`config.mk`:
```
export PLATFORM = sky130hd
export DESIGN_NAME = cap_reload_timer
export DESIGN_NICKNAME = d
export VERILOG_FILES = /design/src/rtl/tmr_pkg.sv /design/src/rtl/tmr_edge_sampler.sv /design/src/rtl/tmr_core.sv /design/src/rtl/tmr_flags.sv /design/src/rtl/cap_reload_timer.sv
export SDC_FILE = /design/constraint.sdc
export NUM_CORES = 1
export LEC_CHECK = 0
export ABC_AREA = 1
export BUFFER_PORTS_ARGS = -buffer_cell sky130_fd_sc_hd__buf_2
export CAP_MARGIN = 25
export CORE_ASPECT_RATIO = 1.75
export CORE_MARGIN = 2
export CORE_UTILIZATION = 35
export DETAILED_ROUTE_END_ITERATION = 7
export SLEW_MARGIN = 0
export SYNTH_ARGS = -nofsm -noshare
export SYNTH_HDL_FRONTEND = slang
export SYNTH_SLANG_ARGS = --single-unit
```
`constraint.sdc`:
```
create_clock -name clk -period 5.7 [get_ports clk]
set_input_delay 0.57 -clock clk [delete_from_list [all_inputs] [get_ports clk]]
set_output_delay 0.57 -clock clk [all_outputs]
set_load 0.02 [all_outputs]
```
`src/rtl/tmr_pkg.sv`:
```
package tmr_pkg;
  typedef enum logic [1:0] {
    MODE_RELOAD  = 2'd0,
    MODE_CAPTURE = 2'd1,
    MODE_BAUD    = 2'd2
  } tmr_mode_e;

  localparam logic SEL_COUNT  = 1'b0;
  localparam logic SEL_RELOAD = 1'b1;
  localparam int   FLAG_OVF   = 0;
  localparam int   FLAG_EXT   = 1;
endpackage

```
`src/rtl/tmr_edge_sampler.sv`:
```
module tmr_edge_sampler (
  input  logic clk,
  input  logic rst_n,
  input  logic tick_i,
  input  logic evt_i,
  input  logic trig_i,
  input  logic trig_en_i,
  output logic evt_fall_o,
  output logic trig_fire_o
);
  logic evt_q;
  logic trig_q;

  always_ff @(posedge clk or negedge rst_n) begin
    if (!rst_n) begin
      evt_q  <= 1'b0;
      trig_q <= 1'b0;
    end else begin
      evt_q <= evt_i;
      if (tick_i) trig_q <= trig_i;
    end
  end

  assign evt_fall_o  = evt_q & ~evt_i;
  assign trig_fire_o = tick_i & trig_en_i & trig_q & ~trig_i;


  trig_tick_only_chk: assert property (@(posedge clk) disable iff (!rst_n)
    !tick_i |=> $stable(trig_q));
endmodule

```
`src/rtl/tmr_core.sv`:
```
module tmr_core
  import tmr_pkg::*;
#(
  parameter int WIDTH = 16
) (
  input  logic             clk,
  input  logic             rst_n,
  input  tmr_mode_e        mode_i,
  input  logic             down_i,
  input  logic             step_i,
  input  logic             trig_fire_i,
  input  logic             wr_cnt_i,
  input  logic             wr_rld_i,
  input  logic [WIDTH-1:0] wdata_i,
  output logic [WIDTH-1:0] cnt_o,
  output logic [WIDTH-1:0] rld_o,
  output logic             ovf_set_o,
  output logic             baud_tick_o
);
  localparam logic [WIDTH-1:0] MAX_CNT = '1;

  logic [WIDTH-1:0] cnt_q, rld_q, cnt_d, rld_d;
  logic             wrap;
  logic             baud_q;

  always_comb begin
    cnt_d = cnt_q;
    rld_d = rld_q;
    wrap  = 1'b0;
    if (step_i) begin
      unique case (mode_i)
        MODE_RELOAD: begin
          if (down_i) begin
            if (cnt_q == rld_q) begin
              cnt_d = MAX_CNT;
              wrap  = 1'b1;
            end else begin
              cnt_d = cnt_q - 1'b1;
            end
          end else if (cnt_q == MAX_CNT) begin
            cnt_d = rld_q;
            wrap  = 1'b1;
          end else begin
            cnt_d = cnt_q + 1'b1;
          end
        end
        MODE_CAPTURE: begin
          cnt_d = cnt_q + 1'b1;
          wrap  = (cnt_q == MAX_CNT);
        end
        MODE_BAUD: begin
          if (cnt_q == MAX_CNT) begin
            cnt_d = rld_q;
            wrap  = 1'b1;
          end else begin
            cnt_d = cnt_q + 1'b1;
          end
        end
        default: cnt_d = cnt_q;
      endcase
    end
    if (trig_fire_i) begin
      if (mode_i == MODE_RELOAD) begin
        cnt_d = rld_q;
        wrap  = 1'b0;
      end else if (mode_i == MODE_CAPTURE) begin
        cnt_d = cnt_q;
        wrap  = 1'b0;
        rld_d = cnt_q;
      end
    end
    if (wr_cnt_i) begin
      cnt_d = wdata_i;
      wrap  = 1'b0;
    end
    if (wr_rld_i) rld_d = wdata_i;
  end

  always_ff @(posedge clk or negedge rst_n) begin
    if (!rst_n) begin
      cnt_q  <= '0;
      rld_q  <= '0;
      baud_q <= 1'b0;
    end else begin
      cnt_q  <= cnt_d;
      rld_q  <= rld_d;
      baud_q <= wrap & (mode_i == MODE_BAUD);
    end
  end

  assign cnt_o       = cnt_q;
  assign rld_o       = rld_q;
  assign ovf_set_o   = wrap & (mode_i != MODE_BAUD);
  assign baud_tick_o = baud_q;


  up_reload_chk: assert property (@(posedge clk) disable iff (!rst_n)
    (step_i && mode_i == MODE_RELOAD && !down_i && cnt_q == MAX_CNT &&
     !trig_fire_i && !wr_cnt_i) |=> cnt_q == $past(rld_q));

  down_wrap_chk: assert property (@(posedge clk) disable iff (!rst_n)
    (step_i && mode_i == MODE_RELOAD && down_i && cnt_q == rld_q &&
     !trig_fire_i && !wr_cnt_i) |=> cnt_q == MAX_CNT);

  capture_copy_chk: assert property (@(posedge clk) disable iff (!rst_n)
    (trig_fire_i && mode_i == MODE_CAPTURE && !wr_rld_i) |=> rld_q == $past(cnt_q));

  baud_src_chk: assert property (@(posedge clk) disable iff (!rst_n)
    baud_q |-> $past(mode_i == MODE_BAUD && step_i));

  hold_chk: assert property (@(posedge clk) disable iff (!rst_n)
    (!step_i && !trig_fire_i && !wr_cnt_i) |=> $stable(cnt_q));
endmodule

```
`src/rtl/tmr_flags.sv`:
```
module tmr_flags
  import tmr_pkg::*;
(
  input  logic       clk,
  input  logic       rst_n,
  input  logic       ovf_set_i,
  input  logic       ext_set_i,
  input  logic       flag_we_i,
  input  logic [1:0] flag_wdata_i,
  output logic       ovf_o,
  output logic       ext_o
);
  logic [1:0] flags_q;

  always_ff @(posedge clk or negedge rst_n) begin
    if (!rst_n) begin
      flags_q <= 2'b00;
    end else if (flag_we_i) begin
      flags_q <= flag_wdata_i;
    end else begin
      if (ovf_set_i) flags_q[FLAG_OVF] <= 1'b1;
      if (ext_set_i) flags_q[FLAG_EXT] <= 1'b1;
    end
  end

  assign ovf_o = flags_q[FLAG_OVF];
  assign ext_o = flags_q[FLAG_EXT];


  flag_write_chk: assert property (@(posedge clk) disable iff (!rst_n)
    flag_we_i |=> flags_q == $past(flag_wdata_i));

  flag_sticky_chk: assert property (@(posedge clk) disable iff (!rst_n)
    (!flag_we_i && ovf_o) |=> ovf_o);
endmodule

```
`src/rtl/cap_reload_timer.sv`:
```
module cap_reload_timer
  import tmr_pkg::*;
#(
  parameter int WIDTH = 16
) (
  input  logic             clk,
  input  logic             rst_n,
  input  logic             tick_i,
  input  logic             half_tick_i,
  input  logic             evt_i,
  input  logic             trig_i,
  input  logic             run_i,
  input  logic             evt_src_i,
  input  logic             trig_en_i,
  input  logic             down_i,
  input  logic             cap_mode_i,
  input  logic             tx_clk_sel_i,
  input  logic             rx_clk_sel_i,
  input  logic             reg_we_i,
  input  logic             reg_sel_i,
  input  logic [WIDTH-1:0] reg_wdata_i,
  input  logic             rd_sel_i,
  output logic [WIDTH-1:0] rd_data_o,
  input  logic             flag_we_i,
  input  logic [1:0]       flag_wdata_i,
  output logic             ovf_flag_o,
  output logic             ext_flag_o,
  output logic             baud_tick_o
);
  tmr_mode_e        mode;
  logic             evt_fall, trig_fire, step, ovf_set;
  logic [WIDTH-1:0] cnt, rld;

  always_comb begin
    if (tx_clk_sel_i || rx_clk_sel_i) mode = MODE_BAUD;
    else if (cap_mode_i)              mode = MODE_CAPTURE;
    else                              mode = MODE_RELOAD;
  end

  tmr_edge_sampler u_sampler (
    .clk         (clk),
    .rst_n       (rst_n),
    .tick_i      (tick_i),
    .evt_i       (evt_i),
    .trig_i      (trig_i),
    .trig_en_i   (trig_en_i),
    .evt_fall_o  (evt_fall),
    .trig_fire_o (trig_fire)
  );

  always_comb begin
    if (!run_i)                 step = 1'b0;
    else if (mode == MODE_BAUD) step = half_tick_i;
    else if (evt_src_i)         step = evt_fall;
    else                        step = tick_i;
  end

  tmr_core #(.WIDTH(WIDTH)) u_core (
    .clk         (clk),
    .rst_n       (rst_n),
    .mode_i      (mode),
    .down_i      (down_i),
    .step_i      (step),
    .trig_fire_i (trig_fire),
    .wr_cnt_i    (reg_we_i && reg_sel_i == SEL_COUNT),
    .wr_rld_i    (reg_we_i && reg_sel_i == SEL_RELOAD),
    .wdata_i     (reg_wdata_i),
    .cnt_o       (cnt),
    .rld_o       (rld),
    .ovf_set_o   (ovf_set),
    .baud_tick_o (baud_tick_o)
  );

  tmr_flags u_flags (
    .clk          (clk),
    .rst_n        (rst_n),
    .ovf_set_i    (ovf_set),
    .ext_set_i    (trig_fire),
    .flag_we_i    (flag_we_i),
    .flag_wdata_i (flag_wdata_i),
    .ovf_o        (ovf_flag_o),
    .ext_o        (ext_flag_o)
  );

  assign rd_data_o = (rd_sel_i == SEL_RELOAD) ? rld : cnt;


  baud_no_ovf_chk: assert property (@(posedge clk) disable iff (!rst_n)
    (mode == MODE_BAUD && !flag_we_i && !trig_fire) |=> $stable(ovf_flag_o));
endmodule

```
* Word level (Yosys, flattened, before mapping)
Index checks and enable logic that the tools add are counted.
** Cells by class
- $add $sub $neg :: 2
- Eq/ne operators :: 7
- Mux-type cells :: 31
- Bitwise operators :: 9
- Reductions and logical operators :: 9
** Operators with widths (count)
- two-way mux 16 bit :: 13
- case mux 16 bit (3 select lines) :: 1
- adder 16 x 1 -> 16 bit (second input constant) :: 1
- == test 16 bit :: 1
- == test 16 bit (second input constant) :: 1
- subtractor 16 x 1 -> 16 bit (second input constant) :: 1
- two-way mux 1 bit :: 14
- nonzero test 2 bit :: 4
- AND 1 bit :: 6
- two-way mux 2 bit :: 2
- inequality test 4 x 2 -> 1 bit (second input constant) :: 1
- inverter 1 bit :: 3
- case mux 1 bit (3 select lines) :: 1
- AND reduction 3 bit :: 1
- == test 2 x 1 -> 1 bit (second input constant) :: 1
- == test 2 bit (second input constant) :: 1
- logical AND 1 bit :: 2
- zero test 2 bit :: 1
- inequality test 2 x 1 -> 1 bit (second input constant) :: 1
- inequality test 2 bit (second input constant) :: 1
- logical OR 1 bit :: 1
** Word-level totals
- Register bits after elaboration :: 37
- Output and inout bits :: 19
- Word-level logic and storage cells :: 65

* Depth between registers and ports, before layout
- Depth in word-level cells :: 13
- Depth in mapped cells :: 16

* Modules after synthesis
A second synthesis with hierarchy kept.
** Unflattened totals
- Cells, all modules :: 765
- Area total of the unflattened synthesis :: 4319.1 µm²
** Modules (own cells, without submodules)
- tmr_core :: times used 1, cells an instance 667, area an instance 3804.9 µm²
- cap_reload_timer :: times used 1, cells an instance 69, area an instance 317.8 µm²
- tmr_flags :: times used 1, cells an instance 17, area an instance 108.9 µm²
- tmr_edge_sampler :: times used 1, cells an instance 12, area an instance 87.6 µm²

* Least setup slack after synthesis
Ideal clock, no wire load.
- Path kind :: register to register
- Start point :: register u_core.cnt_q[0] (netlist: u_core.cnt_o[0])
- End point :: register u_core.cnt_q[9] (netlist: u_core.cnt_o[9])
- Arrival :: 1.706 ns
- Data required time :: 5.579 ns
- Path slack :: 3.873 ns
- Stages on the path, launching flop included :: 15
- Path buffers :: 0
- Clock period less this slack :: 1.827 ns
- Path through :: dfrtp_1 ha_1 nand2_2 nor2_4 nand2_4 nor3_4 nand2_1 nand2_1 nand2_1 nand3_1 nand2_1 nand2_1 nand2_1 nand2_1 nand2_1
** Between the ends
- Word-level cells in the longest chain between the ends :: 9
- Elaborated cells between the ends (all ways) :: 13
- Classes of those cells :: add/sub: 2; eq/ne: 2; mux: 9
** RTL lines
- start, declared :: line tmr_core.sv:22 : logic [WIDTH-1:0] cnt_q, rld_q, cnt_d, rld_d;
- start signal, assigned :: line tmr_core.sv:85 : cnt_q <= cnt_d;
- adder 16 x 1 -> 16 bit (tied with other cells) :: line tmr_core.sv:44, tmr_core.sv:48, tmr_core.sv:56
- two-way mux 16 bit, on equally long branches :: line tmr_core.sv:40, tmr_core.sv:52, tmr_core.sv:34
- two-way mux 16 bit :: line tmr_core.sv:33 : if (down_i) begin
- case mux 16 bit (3 select lines) * :: line tmr_core.sv:31 : unique case (mode_i)
- two-way mux 16 bit * :: line tmr_core.sv:30 : if (step_i) begin
- two-way mux 16 bit :: line tmr_core.sv:66 : end else if (mode_i == MODE_CAPTURE) begin
- two-way mux 16 bit :: line tmr_core.sv:63 : if (mode_i == MODE_RELOAD) begin
- two-way mux 16 bit * :: line tmr_core.sv:62 : if (trig_fire_i) begin
- two-way mux 16 bit * :: line tmr_core.sv:72 : if (wr_cnt_i) begin
Mark *: on every way between the ends. The rest lies on a longest branch, timed or not. The select of a mux whose other input is x is not followed.
A chain may end at the register's enable or synchronous reset.

* Final worst setup path
- Start point :: input port rx_clk_sel_i
- End point :: register u_flags.flags_q[0]
** Between the ends
- Word-level cells in the longest chain between the ends :: 12
- Elaborated cells between the ends (all ways) :: 16
- Classes of those cells :: eq/ne: 3; mux: 9; bitwise: 1; reduce/logical: 3
** RTL lines
- start, declared :: line cap_reload_timer.sv:18 : input logic rx_clk_sel_i,
- logical OR 1 bit * :: line cap_reload_timer.sv:35 : if (tx_clk_sel_i || rx_clk_sel_i) mode = MODE_BAUD;
- two-way mux 2 bit * :: line cap_reload_timer.sv:35
- == test 2 bit :: line tmr_core.sv:31, cap_reload_timer.sv:53
- two-way mux 1 bit :: line cap_reload_timer.sv:53 : else if (mode == MODE_BAUD) step = half_tick_i;
- two-way mux 1 bit :: line cap_reload_timer.sv:52 : if (!run_i) step = 1'b0;
- two-way mux 1 bit :: line tmr_core.sv:30
- two-way mux 1 bit :: line tmr_core.sv:66
- two-way mux 1 bit :: line tmr_core.sv:63
- two-way mux 1 bit :: line tmr_core.sv:62
- two-way mux 1 bit :: line tmr_core.sv:72
- AND 1 bit * :: line tmr_core.sv:93 : assign ovf_set_o = wrap & (mode_i != MODE_BAUD);
- nonzero test 2 bit (no source line) *
- end signal, assigned :: line tmr_flags.sv:19 : flags_q <= flag_wdata_i;
- end, declared :: line tmr_flags.sv:13 : logic [1:0] flags_q;
Mark *: on every way between the ends. The rest lies on a longest branch, timed or not.

==> summary.md <==
| Metric | Value |
|---|---|
| CTS Hold Buffers Added | `0` |
| Fin util | `0.395` |
| Unrepaired setup endpoints after global routing | `false` |
| Clock buffer depth | `2` |
| Hold Path Stages | `1` |
| Initial Util | `0.357` |
| Routed length per instance | `~18 µm` |
| Post-synthesis sequential area ratio | `0.227` |
| Total GRT Usage | `0.263` |
| Post-route clock skew | `6.55 ps` |
| Synth cell count leaders | `nand2_1 (282), nor2_1 (62), inv_1 (58)` |
| Fin crit period | `between 2000 and 3000 ps` |
| Vias per std cell | `5.59` |
| Mean Syn Cell Area | `5.73 µm²` |
| DRC | `0` |
| First-pass GRT wire length | `25.7 mm` |
| Max frequency | `394 MHz` |
| Die width | `85.7 µm` |
| Clock sinks | `37` |
| Fill cells | `1280` |
| Critical path's slowest cell | `nor2_2` |
| Simple-gate share of the synthesized area | `0.447` |
| Final Power | `1250 µW` |
| Layout Nets | `roughly 780` |
| HP Start | `evt_i` |
| DRT iter0 DRCs | `371` |
| FF+latch area | `926 µm²` |
| DIE HEIGHT | `147 µm` |
| Synthesized area | `4090 µm²` |
| Portion of netlist area occupied by mux cells | `0` |
| Footprint of the multi-input gates | `2710 µm²` |
| Outcome | `finished clean` |
| Slew Viols, Final | `0` |
| Cell mode on critical path | `nor2_1` |
| Yosys warns | `0` |
| Diode count | `0` |
| Largest area contributor in the netlist | `nand2_1` |
| MaxCap Viol Count | `0` |
| Area grow syn2layout | `10.7%` |
| Period utilization | `0.445` |
| Initial antenna violation count | `0` |
| Die Area | `around 13000 µm²` |
| Post-Synthesis Cells | `around 710` |
| Dominant synthesized flop cell | `dfrtp_1` |
| Seq cells post-synth | `37` |
| Reg-to-Reg End | `u_core.cnt_o[11]` |
| Row Count | `52` |
| Compound-gate portion of the synthesized area | `0.181` |
| Post-DP HPWL | `between 10 and 15 mm` |
| Syn_nets | `between 700 and 800` |
| Ys async rst share | `1.00` |
| Post-Synth Adder-Cell Area | `0.00612` |
| Final ANT Viol Nets | `0` |
| Rel. slew slack | `0.356` |
| WP data required | `5910 ps` |
| CTS root buffer | `clkbuf_16` |
| Max incr delay on CP | `~580 ps` |
| CP delay by family, top | `simple AND/OR/NAND/NOR gates` |
| Netlist cell types | `33` |
| Worst vdd ir | `about 0.15 mV` |
| Setup Viol. Count Final | `0` |
| Worst skew pair latency | `290 ps` |
| Reg-to-Reg Start | `u_core.cnt_o[0]` |
| CTS tree | `built` |
| Total CTS buffers | `5` |
| Core ar. | `11500 µm²` |
| Vias | `~4900` |
| Post-CTS sizing | `0` |
| Count of buffer and inverter cells on the critical path | `4` |
| Largest net degree at the start of global routing | `38` |
| WL final | `16.1 mm` |
| Crit end category | `flip-flop` |
| Synth Area in XOR/XNOR | `0.0300` |
| Setup Slack @ Placement | `2890 ps` |
| Worst-path cell chain | `buf_2 -> nor2_1 -> buf_4 -> inv_1 -> nor2_2 -> inv_1 -> nor2_1 -> nor2_1 -> nor2_1 -> nand3_1 -> a21oi_1` |
| Setup ws final | `3160 ps` |
| P_leak | `0.00232 µW` |
| Largest family of logic cells by synthesized area | `simple AND/OR/NAND/NOR gates` |
| Pre-antenna DRT Iters | `5` |
| Final setup TNS | `0 ps` |
| Critical path peak fanout | `14` |
| Crit path launch | `rx_clk_sel_i` |
| Post-synth EDFFs | `0` |
| Setup repair bufs after CTS | `0` |
| Internal reg-to-reg setup slack | `roughly 3300 ps` |
| Worst R2R Path Depth | `14` |
| Crit Path Class | `in2reg` |
| Port Buffers | `53` |
| Number of global-route vias before repair | `4843` |
| Hold Vio Cnt, Final | `0` |
| Worst endpoint data arrival time | `around 2800 ps` |
| Share of layout cells above drive strength 1 | `0.131` |
| Synth area leaders | `nand2_1 (26%), dfrtp_1 (23%), nand3_1 (6.7%)` |
| Global route overflow | `0` |
| Reg clk slew, reported paths | `60 ps` |
| Top-Level Pins | `54` |
| Worst slew pin tran | `roughly 960 ps` |
| Crit start category | `input pin` |
| P per Cell Area | `276 nW/µm²` |
| Worst Hold End | `u_sampler.evt_q` |
| H-tree level count | `2` |
| Most common cell in the netlist | `nand2_1` |
| Placer Congestion | `around 1.0` |
| Worst hold path class | `in2reg` |
| Yosys top cell area share | `0.259` |
worst max path at each step:
stage	cells past startpoint	to	slack, ps
after floorplan	14	u_core.cnt_o[9]	3870
after global placement	11	u_flags.flags_q[0]	3010
after detailed placement	11	u_flags.flags_q[0]	2890
after CTS	11	u_flags.flags_q[0]	3200
after global routing	9	u_core.rld_o[14]	2960
final	11	u_flags.flags_q[0]	3160
layer usage:
layer,global-route usage,up-vias,wire length [µm]
li1,-,2340,-
met1,0.269,2291,5720
met2,0.453,196,8020
met3,0.0371,74,717
met4,0.230,0,1600
met5,0,-,0
metrics by stage:
| step | cell area, µm² | cells | hold slack [ps] |
|---|---|---|---|
| detailed placement | 4360 | 869 | 504 |
| finish | 4530 | 877 | 404 |
| CTS | 4530 | 877 | 404 |
| global route | 4530 | 877 | 406 |
| floorplan | 4090 | 713 | 274 |
| global placement | 4360 | 869 | 489 |
where the power goes:
group	total [µW]	internal, µW	switching [µW]
Clock	326	208	118
Combinational	521	165	355
Sequential	403	306	97.6
Total	1250	679	571
sequential cells by signal (all words and copies together) (netlist names):
signal              count
u_core.cnt_o           16
u_core.rld_o           16
u_flags.flags_q         2
u_core.baud_tick_o      1
u_sampler.evt_q         1
u_sampler.trig_q        1
cell usage in the layout (no fill, tap or decap), types with 2 or more instances in the layout:
master,instances
buf_2,53
a21oi_1,37
nand3_1,55
or2_2,2
xor2_1,13
nor2_2,7
clkbuf_16,5
nand2_1,282
dfrtp_1,37
o22ai_1,2
nand4_1,6
o21ai_0,49
nor2_1,61
ha_1,2
nand3b_1,4
inv_1,58
inv_2,7
o211ai_1,17
a22oi_1,16
nand2_2,6
buf_4,5
o21ai_1,2
nor2_4,5
cells by family (layout without fill, tap and decap cells):
| logic type | after synthesis | count (layout) |
|---|---|---|
| buf+inv | 103 | 132 |
| fa+ha+maj | 2 | 2 |
| xor+xnor | 14 | 14 |
| simple gates | 431 | 431 |
| flops | 37 | 37 |
| compound gates | 126 | 126 |
layout make-up:
| type | instances | share of cell area |
|---|---|---|
| multi-input cells | 573 | 0.600 |
| flip-flops and latches | 37 | 0.205 |
| repair buffers | 58 | 0.0669 |
| inverters | 66 | 0.0547 |
| well taps | 135 | 0.0373 |
| clock buffers | 6 | 0.0285 |
| clock inverters | 2 | 0.00857 |
Power figures use the tool's default switching activity.
